## src/rtl/pgwalk_pkg.sv

```systemverilog
package pgwalk_pkg;

    typedef enum logic [2:0] {
        ST_IDLE,
        ST_RD_DIR,
        ST_RD_TBL,
        ST_WB_DIR,
        ST_WB_TBL,
        ST_DONE,
        ST_FAULT
    } walk_st_e;

    typedef enum logic [2:0] {
        FC_NONE   = 3'd0,
        FC_DIR_NP = 3'd1,
        FC_TBL_NP = 3'd2,
        FC_PRIV   = 3'd3,
        FC_RO     = 3'd4
    } fault_e;

    localparam int BIT_PRESENT = 0;
    localparam int BIT_WRITE   = 1;
    localparam int BIT_USER    = 2;
    localparam int BIT_ACC     = 5;
    localparam int BIT_DIRTY   = 6;

endpackage

```

## src/rtl/pgwalk_check.sv

```systemverilog
module pgwalk_check
    import pgwalk_pkg::*;
#(
    parameter int ENT_W = 32
) (
    input  logic [ENT_W-1:0] entry,
    input  logic             is_table,
    input  logic             acc_user,
    input  logic             acc_write,
    output logic             fault,
    output logic [2:0]       cause,
    output logic             need_upd,
    output logic [ENT_W-1:0] upd_entry
);

    logic [ENT_W-1:0] set_mask;

    always_comb begin
        fault = 1'b1;
        if (!entry[BIT_PRESENT]) begin
            cause = is_table ? FC_TBL_NP : FC_DIR_NP;
        end else if (acc_user && !entry[BIT_USER]) begin
            cause = FC_PRIV;
        end else if (acc_write && !entry[BIT_WRITE]) begin
            cause = FC_RO;
        end else begin
            cause = FC_NONE;
            fault = 1'b0;
        end

        set_mask = '0;
        set_mask[BIT_ACC] = 1'b1;
        if (is_table && acc_write) begin
            set_mask[BIT_DIRTY] = 1'b1;
        end
        need_upd  = (entry & set_mask) != set_mask;
        upd_entry = entry | set_mask;
    end

endmodule

```

## src/rtl/pgwalk_ctrl.sv

```systemverilog
module pgwalk_ctrl
    import pgwalk_pkg::*;
#(
    parameter int VA_W  = 32,
    parameter int OFF_W = 12,
    parameter int IDX_W = 10
) (
    input  logic             clk,
    input  logic             rst_n,
    input  logic             req_valid,
    output logic             req_ready,
    input  logic [VA_W-1:0]  req_vaddr,
    input  logic             req_write,
    input  logic             req_user,
    input  logic [VA_W-OFF_W-1:0] dir_frame,
    output logic             mem_req,
    output logic             mem_we,
    output logic [VA_W-1:0]  mem_addr,
    output logic [VA_W-1:0]  mem_wdata,
    input  logic             mem_ack,
    input  logic [VA_W-1:0]  mem_rdata,
    output logic             chk_table,
    output logic             chk_user,
    output logic             chk_write,
    input  logic             chk_fault,
    input  logic [2:0]       chk_cause,
    input  logic             chk_need,
    input  logic [VA_W-1:0]  chk_upd,
    output logic             done_valid,
    output logic             done_fault,
    output logic [2:0]       done_cause,
    output logic [VA_W-1:0]  done_paddr
);

    localparam int FRAME_W = VA_W - OFF_W;
    localparam int ENT_SH  = OFF_W - IDX_W;

    walk_st_e           state;
    logic [VA_W-1:0]    va_q;
    logic               wr_q;
    logic               usr_q;
    logic [FRAME_W-1:0] base_q;
    logic [FRAME_W-1:0] tbl_frame_q;
    logic [FRAME_W-1:0] page_frame_q;
    logic [VA_W-1:0]    pde_upd_q;
    logic [VA_W-1:0]    pte_upd_q;
    logic               pde_need_q;
    logic               pte_need_q;
    logic [2:0]         cause_q;

    logic [VA_W-1:0]    dir_addr;
    logic [VA_W-1:0]    tbl_addr;

    assign dir_addr = {base_q, va_q[VA_W-1 -: IDX_W], {ENT_SH{1'b0}}};
    assign tbl_addr = {tbl_frame_q, va_q[OFF_W +: IDX_W], {ENT_SH{1'b0}}};

    always_ff @(posedge clk or negedge rst_n) begin
        if (!rst_n) begin
            state        <= ST_IDLE;
            va_q         <= '0;
            wr_q         <= 1'b0;
            usr_q        <= 1'b0;
            base_q       <= '0;
            tbl_frame_q  <= '0;
            page_frame_q <= '0;
            pde_upd_q    <= '0;
            pte_upd_q    <= '0;
            pde_need_q   <= 1'b0;
            pte_need_q   <= 1'b0;
            cause_q      <= '0;
        end else begin
            unique case (state)
                ST_IDLE: begin
                    if (req_valid) begin
                        va_q   <= req_vaddr;
                        wr_q   <= req_write;
                        usr_q  <= req_user;
                        base_q <= dir_frame;
                        state  <= ST_RD_DIR;
                    end
                end
                ST_RD_DIR: begin
                    if (mem_ack) begin
                        if (chk_fault) begin
                            cause_q <= chk_cause;
                            state   <= ST_FAULT;
                        end else begin
                            tbl_frame_q <= mem_rdata[VA_W-1 -: FRAME_W];
                            pde_upd_q   <= chk_upd;
                            pde_need_q  <= chk_need;
                            state       <= ST_RD_TBL;
                        end
                    end
                end
                ST_RD_TBL: begin
                    if (mem_ack) begin
                        if (chk_fault) begin
                            cause_q <= chk_cause;
                            state   <= ST_FAULT;
                        end else begin
                            page_frame_q <= mem_rdata[VA_W-1 -: FRAME_W];
                            pte_upd_q    <= chk_upd;
                            pte_need_q   <= chk_need;
                            if (pde_need_q) begin
                                state <= ST_WB_DIR;
                            end else if (chk_need) begin
                                state <= ST_WB_TBL;
                            end else begin
                                state <= ST_DONE;
                            end
                        end
                    end
                end
                ST_WB_DIR: begin
                    if (mem_ack) begin
                        state <= pte_need_q ? ST_WB_TBL : ST_DONE;
                    end
                end
                ST_WB_TBL: begin
                    if (mem_ack) begin
                        state <= ST_DONE;
                    end
                end
                ST_DONE:  state <= ST_IDLE;
                ST_FAULT: state <= ST_IDLE;
                default:  state <= ST_IDLE;
            endcase
        end
    end

    always_comb begin
        req_ready  = 1'b0;
        mem_req    = 1'b0;
        mem_we     = 1'b0;
        mem_addr   = '0;
        mem_wdata  = '0;
        done_valid = 1'b0;
        done_fault = 1'b0;
        done_cause = FC_NONE;
        done_paddr = '0;
        chk_table  = (state == ST_RD_TBL);
        chk_user   = usr_q;
        chk_write  = wr_q;
        unique case (state)
            ST_IDLE:   req_ready = 1'b1;
            ST_RD_DIR: begin
                mem_req  = 1'b1;
                mem_addr = dir_addr;
            end
            ST_RD_TBL: begin
                mem_req  = 1'b1;
                mem_addr = tbl_addr;
            end
            ST_WB_DIR: begin
                mem_req   = 1'b1;
                mem_we    = 1'b1;
                mem_addr  = dir_addr;
                mem_wdata = pde_upd_q;
            end
            ST_WB_TBL: begin
                mem_req   = 1'b1;
                mem_we    = 1'b1;
                mem_addr  = tbl_addr;
                mem_wdata = pte_upd_q;
            end
            ST_DONE: begin
                done_valid = 1'b1;
                done_paddr = {page_frame_q, va_q[OFF_W-1:0]};
            end
            ST_FAULT: begin
                done_valid = 1'b1;
                done_fault = 1'b1;
                done_cause = cause_q;
            end
            default: ;
        endcase
    end

    // a pending memory request holds steady until acknowledged
    a_r10_hold_req: assert property (@(posedge clk) disable iff (!rst_n)
        (mem_req && !mem_ack) |=> (mem_req && $stable(mem_addr) && $stable(mem_we) && $stable(mem_wdata)));

    // the result pulse lasts one cycle and is followed by readiness
    a_r11_pulse_then_ready: assert property (@(posedge clk) disable iff (!rst_n)
        done_valid |=> (req_ready && !done_valid));

    // no new request is accepted while memory traffic is in flight
    a_r9_busy: assert property (@(posedge clk) disable iff (!rst_n)
        mem_req |-> !req_ready);

    // a fault always carries a non-zero cause
    a_r4_fault_cause: assert property (@(posedge clk) disable iff (!rst_n)
        (done_valid && done_fault) |-> (done_cause != 3'd0));

    // every write-back carries the accessed bit set
    a_r7_wb_accessed: assert property (@(posedge clk) disable iff (!rst_n)
        (mem_req && mem_we) |-> mem_wdata[BIT_ACC]);

    // a successful result carries cause zero
    a_r3_ok_cause: assert property (@(posedge clk) disable iff (!rst_n)
        (done_valid && !done_fault) |-> (done_cause == 3'd0));

endmodule

```

## src/rtl/pgwalk_top.sv

```systemverilog
module pgwalk_top
    import pgwalk_pkg::*;
#(
    parameter int VA_W  = 32,
    parameter int OFF_W = 12,
    parameter int IDX_W = 10
) (
    input  logic                  clk,
    input  logic                  rst_n,
    input  logic                  req_valid,
    output logic                  req_ready,
    input  logic [VA_W-1:0]       req_vaddr,
    input  logic                  req_write,
    input  logic                  req_user,
    input  logic [VA_W-OFF_W-1:0] dir_frame,
    output logic                  mem_req,
    output logic                  mem_we,
    output logic [VA_W-1:0]       mem_addr,
    output logic [VA_W-1:0]       mem_wdata,
    input  logic                  mem_ack,
    input  logic [VA_W-1:0]       mem_rdata,
    output logic                  done_valid,
    output logic                  done_fault,
    output logic [2:0]            done_cause,
    output logic [VA_W-1:0]       done_paddr
);

    logic            chk_table;
    logic            chk_user;
    logic            chk_write;
    logic            chk_fault;
    logic [2:0]      chk_cause;
    logic            chk_need;
    logic [VA_W-1:0] chk_upd;

    pgwalk_check #(.ENT_W(VA_W)) u_check (
        .entry     (mem_rdata),
        .is_table  (chk_table),
        .acc_user  (chk_user),
        .acc_write (chk_write),
        .fault     (chk_fault),
        .cause     (chk_cause),
        .need_upd  (chk_need),
        .upd_entry (chk_upd)
    );

    pgwalk_ctrl #(.VA_W(VA_W), .OFF_W(OFF_W), .IDX_W(IDX_W)) u_ctrl (
        .clk        (clk),
        .rst_n      (rst_n),
        .req_valid  (req_valid),
        .req_ready  (req_ready),
        .req_vaddr  (req_vaddr),
        .req_write  (req_write),
        .req_user   (req_user),
        .dir_frame  (dir_frame),
        .mem_req    (mem_req),
        .mem_we     (mem_we),
        .mem_addr   (mem_addr),
        .mem_wdata  (mem_wdata),
        .mem_ack    (mem_ack),
        .mem_rdata  (mem_rdata),
        .chk_table  (chk_table),
        .chk_user   (chk_user),
        .chk_write  (chk_write),
        .chk_fault  (chk_fault),
        .chk_cause  (chk_cause),
        .chk_need   (chk_need),
        .chk_upd    (chk_upd),
        .done_valid (done_valid),
        .done_fault (done_fault),
        .done_cause (done_cause),
        .done_paddr (done_paddr)
    );

endmodule

```

## config.mk

```make
export PLATFORM = sky130hd
export DESIGN_NAME = pgwalk_top
export DESIGN_NICKNAME = d
export VERILOG_FILES = /design/src/rtl/pgwalk_pkg.sv /design/src/rtl/pgwalk_check.sv /design/src/rtl/pgwalk_ctrl.sv /design/src/rtl/pgwalk_top.sv
export SDC_FILE = /design/constraint.sdc
export NUM_CORES = 1
export LEC_CHECK = 0
export BUFFER_PORTS_ARGS = -buffer_cell sky130_fd_sc_hd__buf_4
export CAP_MARGIN = 10
export CORE_AREA = 4 4 120 122
export DETAILED_ROUTE_END_ITERATION = 10
export DIE_AREA = 0 0 124 126
export HOLD_SLACK_MARGIN = 0.06
export PLACE_DENSITY = 0.95
export SKIP_CTS_REPAIR_TIMING = 1
export SYNTH_ARGS = -nofsm -noshare
export SYNTH_HDL_FRONTEND = slang
export SYNTH_HIERARCHICAL = 1
export SYNTH_SLANG_ARGS = --single-unit
```

## constraint.sdc

```tcl
create_clock -name clk -period 2.6 [get_ports clk]
set_input_delay 0.39 -clock clk [delete_from_list [all_inputs] [get_ports clk]]
set_output_delay 0.39 -clock clk [all_outputs]
set_load 0.05 [all_outputs]
```

==> reports/metrics.yaml, run 1 <==
cts_sinks: 166
h-tree-depth: 4
drt_iter0_markers: 320
core_area_sq_um: 13200
tightest_slew_ns: 0.596
rows: 42
timing.max_cap.violations: 0
die_area_sq_um: 15600
netlist_area_sq_um: 7580
viasPerCell: 5.62
ant_nets: 0
antenna_found_initial: 0
die_width_um: 124
synth_top_area_share_pct: 54.8
clockBufferDepth: 2
async_flop_share_pct: 100
rsz0062_at_grt: "no"
multi_input_area_sq_um: 2940
cp_data_arrival_time_ns: 2.08
fmax_mhz: 405
die_h_um: 126
ys_top_cells_by_area: "dfrtp_1, mux2_2, a22o_1"
place_hpwl_um: 12900
critPathRequiredTime_ns: 2.21
ys_seq_elements: 166
grt_max_degree: 65
synth_cell_types: 36
hold_slack_ns: 0.185
cts_tree: "built"
fillers: 837
grt_pass1_vias: 5345
cts-root-buf: "clkbuf_16"
synth_edf_count: 0
gr-total-overflow: 0
vias: 5005
tns_ns: 0
layout-drive-gt1-share_pct: 57.1
first_pass_iters: 4
totalWireLength_um: 18200
seqCellArea_sq_um: 4160
antenna_cells: 0
maxSlewHeadroom_pct: 60.3
cts-buffers-inserted: 17
ioPinCount: 194
powerDensity_nw_per_um2: 1370
place.gp.congestion: 0.832
fin_crit_ns: 2.47
synth_top_area_cell: "dfrtp_1"
synth-main-ff-cell: "dfrtp_1"
dp_slack_ns: 0.403
grtUsageTotal_pct: 23.7
start_util_pct: 57.5
hold_violations: 0
yosysMostFrequentCell: "dfrtp_1"
setup_ws_ns: 0.131
path_max_fanout: 27
area_growth_syn_to_layout_pct: 26.2
drc: 0
yosysSeqAreaShare_pct: 54.8
setup_viol: 0
path_clk_slew_ns: 0.07
fin_skew_ns: 0.0188
outcome: "finished, final reports clean"
utilization_pct: 72.5
io_buffers: 191
leakage_nw: 4.61
start_kind: "register"
holdCritPathClass: "in2reg"
grt_pass1_wl_um: 28300
wire_per_inst_um: 20.4
finalMaxSlewViolations: 0
fin_crit_sh_pct: 95.0
synthCells: 542
ir_drop_uv: 914
nets: 792
end_kind: "output port"
synth_commonest_cells: "dfrtp_1, mux2_2, a22o_1"
critPathKind: "reg2out"
syn_area_per_cell_sq_um: 14.0
ys_warn_count: 6
clk_latency_ns: 0.42
==> metal layers <==
metal | vias to the layer above | wire length, um | global-route usage [%]
met3 | 28 | 1480 | 7.49
met5 | - | 0 | 0
li1 | 2228 | - | -
met4 | 0 | 303 | 7.28
met1 | 2539 | 6920 | 28.6
met2 | 210 | 9450 | 40.3
==> where the power goes <==
group          internal [mW]  switching [mW]  leakage, nW
Combinational           2.48            3.51         2.29
Clock                   1.49           0.992        0.285
Sequential              3.86           0.774         2.04
Total                   7.83            5.27         4.61
==> area by class of cell <==
class | count | area share [%]
Clock buffer | 21 | 4.92
Multi-Input combinational cell | 307 | 30.8
Timing Repair Buffer | 208 | 17.2
Inverter | 2 | 0.0785
Tap cell | 176 | 2.30
Sequential cell | 166 | 43.5
Clock inverter | 11 | 1.30
==> flip-flops by register name (all words and copies together) (netlist names) <==
register / cells
u_ctrl/base_q: 20
u_ctrl/cause_q: 3
u_ctrl/chk_user: 1
u_ctrl/chk_write: 1
u_ctrl/page_frame_q: 20
u_ctrl/pde_need_q: 1
u_ctrl/pde_upd_q: 32
u_ctrl/pte_need_q: 1
u_ctrl/pte_upd_q: 32
u_ctrl/state: 3
u_ctrl/tbl_frame_q: 20
u_ctrl/va_q: 32
==> path summary, 6_finish.rpt <==
| path | from | end | slack, ns | depth (start not counted) |
|---|---|---|---|---|
| min in group asynchronous | rst_n | u_ctrl/pte_upd_q[8] | 0.53 | 2 |
| max in group asynchronous | rst_n | u_ctrl/pte_upd_q[20] | 1.24 | 3 |
| worst min register to register | u_ctrl/va_q[4] | u_ctrl/va_q[4] | 0.49 | 1 |
| worst max-delay path | u_ctrl/state[0] | mem_req | 0.13 | 5 |
| worst min-delay path | dir_frame[14] | u_ctrl/base_q[14] | 0.19 | 2 |
| worst max register to register | u_ctrl/state[0] | u_ctrl/va_q[13] | 0.41 | 5 |
==> logic make-up after synthesis <==
| logic type | Yosys count | synth area share, % |
|---|---|---|
| flip-flops | 166 | 54.8 |
| multiplexers | 164 | 24.3 |
| AO/OA/AOI/OAI | 73 | 8.06 |
| buffers and inverters | 70 | 6.57 |
| AND/OR/NAND/NOR | 65 | 5.89 |
| XOR/XNOR | 2 | 0.231 |
| other | 2 | 0.0991 |
==> layout by cell type, fill, tap and decap left out, types with 2 or more instances in the layout <==
cell        synthesis  layout
mux2_1              7       7
and2b_1             2       2
clkinv_4            0       2
and3b_1             3       2
inv_1               2       2
and2_1             36      35
buf_12              0       6
o21ai_0             4       4
nor2b_1             2       2
clkinv_2            0       3
xnor2_1             2       2
nor3b_4             1       2
dfrtp_1           166     164
buf_4              34     200
nand3b_1            2       2
dfrtp_2             0       2
bufinv_16           0       2
clkinvlp_4          0       3
clkbuf_8            0       3
or2_2               3       3
conb_1              2       3
clkbuf_16           0      17
nand2b_1            5       5
a21oi_1             2       2
mux2_2            156     156
a22o_1             62      62
==> critical path, cell delays in order (launching register included) <==
cell	delay [ns]
dfrtp_1	0.47
buf_4	0.21
and2b_1	0.27
buf_12	0.21
or2_2	0.31
buf_4	0.19
==> per-stage QoR <==
stage / area (sq um) / power [mW] / cells
after detailed placement: 8960 / 10.6 / 858
after global placement: 8960 / 10.3 / 858
final: 9560 / 13.1 / 891
after global routing: 9560 / 13.7 / 891
after floorplan: 7580 / 8.84 / 543
after CTS: 9550 / 13.2 / 890
No activity file was read; power rests on OpenSTA's default activity.
==> inputs of run 2 (changes only) <==
- BUFFER_PORTS_ARGS: -buffer_cell sky130_fd_sc_hd__buf_4 -> default
- CORE_AREA: 4 4 120 122 -> 4 4 164 166
- DIE_AREA: 0 0 124 126 -> 0 0 168 170
- DONT_BUFFER_PORTS: default -> 1
- PLACE_DENSITY: 0.95 -> 0.53
==> run 2 against run 1 <==
- the flow now finishes with violations (hold timing)
- fmax increased by 2.2%
- first-iteration DRC count decreased by 43%
- utilization decreased by 33 points
- sequential power increased by 0.9%
- clock power decreased by 3%
- design area increased by 5.9%
- cell count increased by 6.3%
- via count decreased by 9.3%
- total power increased by 9.1%
- critical path type unchanged
==> reports/metrics.yaml, run 2 (same netlist as run 1, synthesis figures left out) <==
outcome: "finished with violations"
violations: "hold timing"
powerDensity_nw_per_um2: 1410
start_util_pct: 29.6
area_growth_syn_to_layout_pct: 33.7
setup_viol: 0
fin_crit_ns: 2.42
finalMaxSlewViolations: 0
ir_drop_uv: 895
cts-root-buf: "clkbuf_16"
cts-buffers-inserted: 17
layout-drive-gt1-share_pct: 50.3
cts_sinks: 166
clockBufferDepth: 2
seqCellArea_sq_um: 4160
clk_latency_ns: 0.42
critPathKind: "reg2out"
grt_pass1_vias: 5069
drc: 0
io_buffers: 0
rsz0062_at_grt: "no"
die_width_um: 168
place.gp.congestion: 0.805
critPathRequiredTime_ns: 2.21
die_area_sq_um: 28600
maxSlewHeadroom_pct: 64.8
timing.max_cap.violations: 0
hold_slack_ns: -0.349
fmax_mhz: 414
reg_top3: "u_ctrl/pde_upd_q: 32 flops, u_ctrl/pte_upd_q: 32 flops, u_ctrl/va_q: 32 flops"
multi_input_area_sq_um: 2950
path_max_fanout: 29
rows: 59
fin_crit_sh_pct: 92.9
start_kind: "register"
wire_per_inst_um: 20.6
grtUsageTotal_pct: 13.8
utilization_pct: 39.6
viasPerCell: 4.80
tightest_slew_ns: 0.532
vias: 4541
tns_ns: 0
nets: 690
grt_pass1_wl_um: 30400
ant_nets: 0
h-tree-depth: 4
core_area_sq_um: 25600
path_clk_slew_ns: 0.07
gr-total-overflow: 0
leakage_nw: 4.39
cp_data_arrival_time_ns: 2.03
grt_max_degree: 167
antenna_found_initial: 2
holdCritPathClass: "in2async"
fin_skew_ns: 0.00809
end_kind: "output port"
drt_iter0_markers: 184
hold_violations: 166
ioPinCount: 194
antenna_cells: 0
totalWireLength_um: 19500
cts_tree: "built"
final_common_cell: "dfrtp_1"
place_hpwl_um: 13700
fillers: 2328
die_h_um: 170
mostFrequentLayoutCells: "dfrtp_1, mux2_2, buf_12"
first_pass_iters: 4
[run 2: report_power, final]
group,switching (mW),leakage [nW],internal [mW],total (mW)
sequential,0.814,2.03,3.86,4.67
combinational,3.60,2.08,3.61,7.22
clock,1.13,0.270,1.28,2.41
[run 2: final timing paths]
check / startpoint / to / slack [ns] / cells after the start
min reg2reg: u_ctrl/va_q[2] / u_ctrl/va_q[2] / 0.48 / 1
min: rst_n / u_ctrl/va_q[5] / -0.35 / 0
min in group clk: req_vaddr[4] / u_ctrl/va_q[4] / 0.09 / 1
max reg2reg: u_ctrl/state[2] / u_ctrl/va_q[29] / 0.64 / 4
max: u_ctrl/state[1] / mem_addr[19] / 0.18 / 5
max in group asynchronous: rst_n / u_ctrl/base_q[7] / 2.78 / 0
[run 2: final cells by class]
type / instances / area share, %
sequential: 166 / 41.0
multi-input combinational: 307 / 29.1
timing repair buffer: 106 / 20.2
clock buffer: 18 / 4.33
tap: 335 / 4.14
clock inverter: 13 / 1.14
inverter: 2 / 0.0741
[run 2: per-stage QoR]
step / worst slack (ns) / area (sq um) / power (mW) / std cells
after floorplan: 0.0648 / 7580 / 8.84 / 543
after global placement: 0.601 / 9570 / 11.8 / 916
after detailed placement: 0.518 / 9570 / 12.0 / 916
after CTS: 0.0172 / 10100 / 14.5 / 947
after global routing: 0.0951 / 10100 / 15.0 / 947
final: 0.184 / 10100 / 14.3 / 947
[run 2: worst max-delay path: stages (launching register included)]
cell and delay (ns):
dfrtp_2 0.52, xnor2_1 0.17, nor2_2 0.13, buf_4 0.35
a22o_1 0.27, buf_12 0.16
[run 2: layer usage]
layer	vias up	routed length (um)	part of all wire, %	global-route usage (%)
li1	2031	-	-	-
met1	2322	7580	39	15.6
met2	155	9530	49	22.9
met3	29	1900	9.7	6.48
met4	4	471	2.4	5.01
met5	-	27	0.14	0
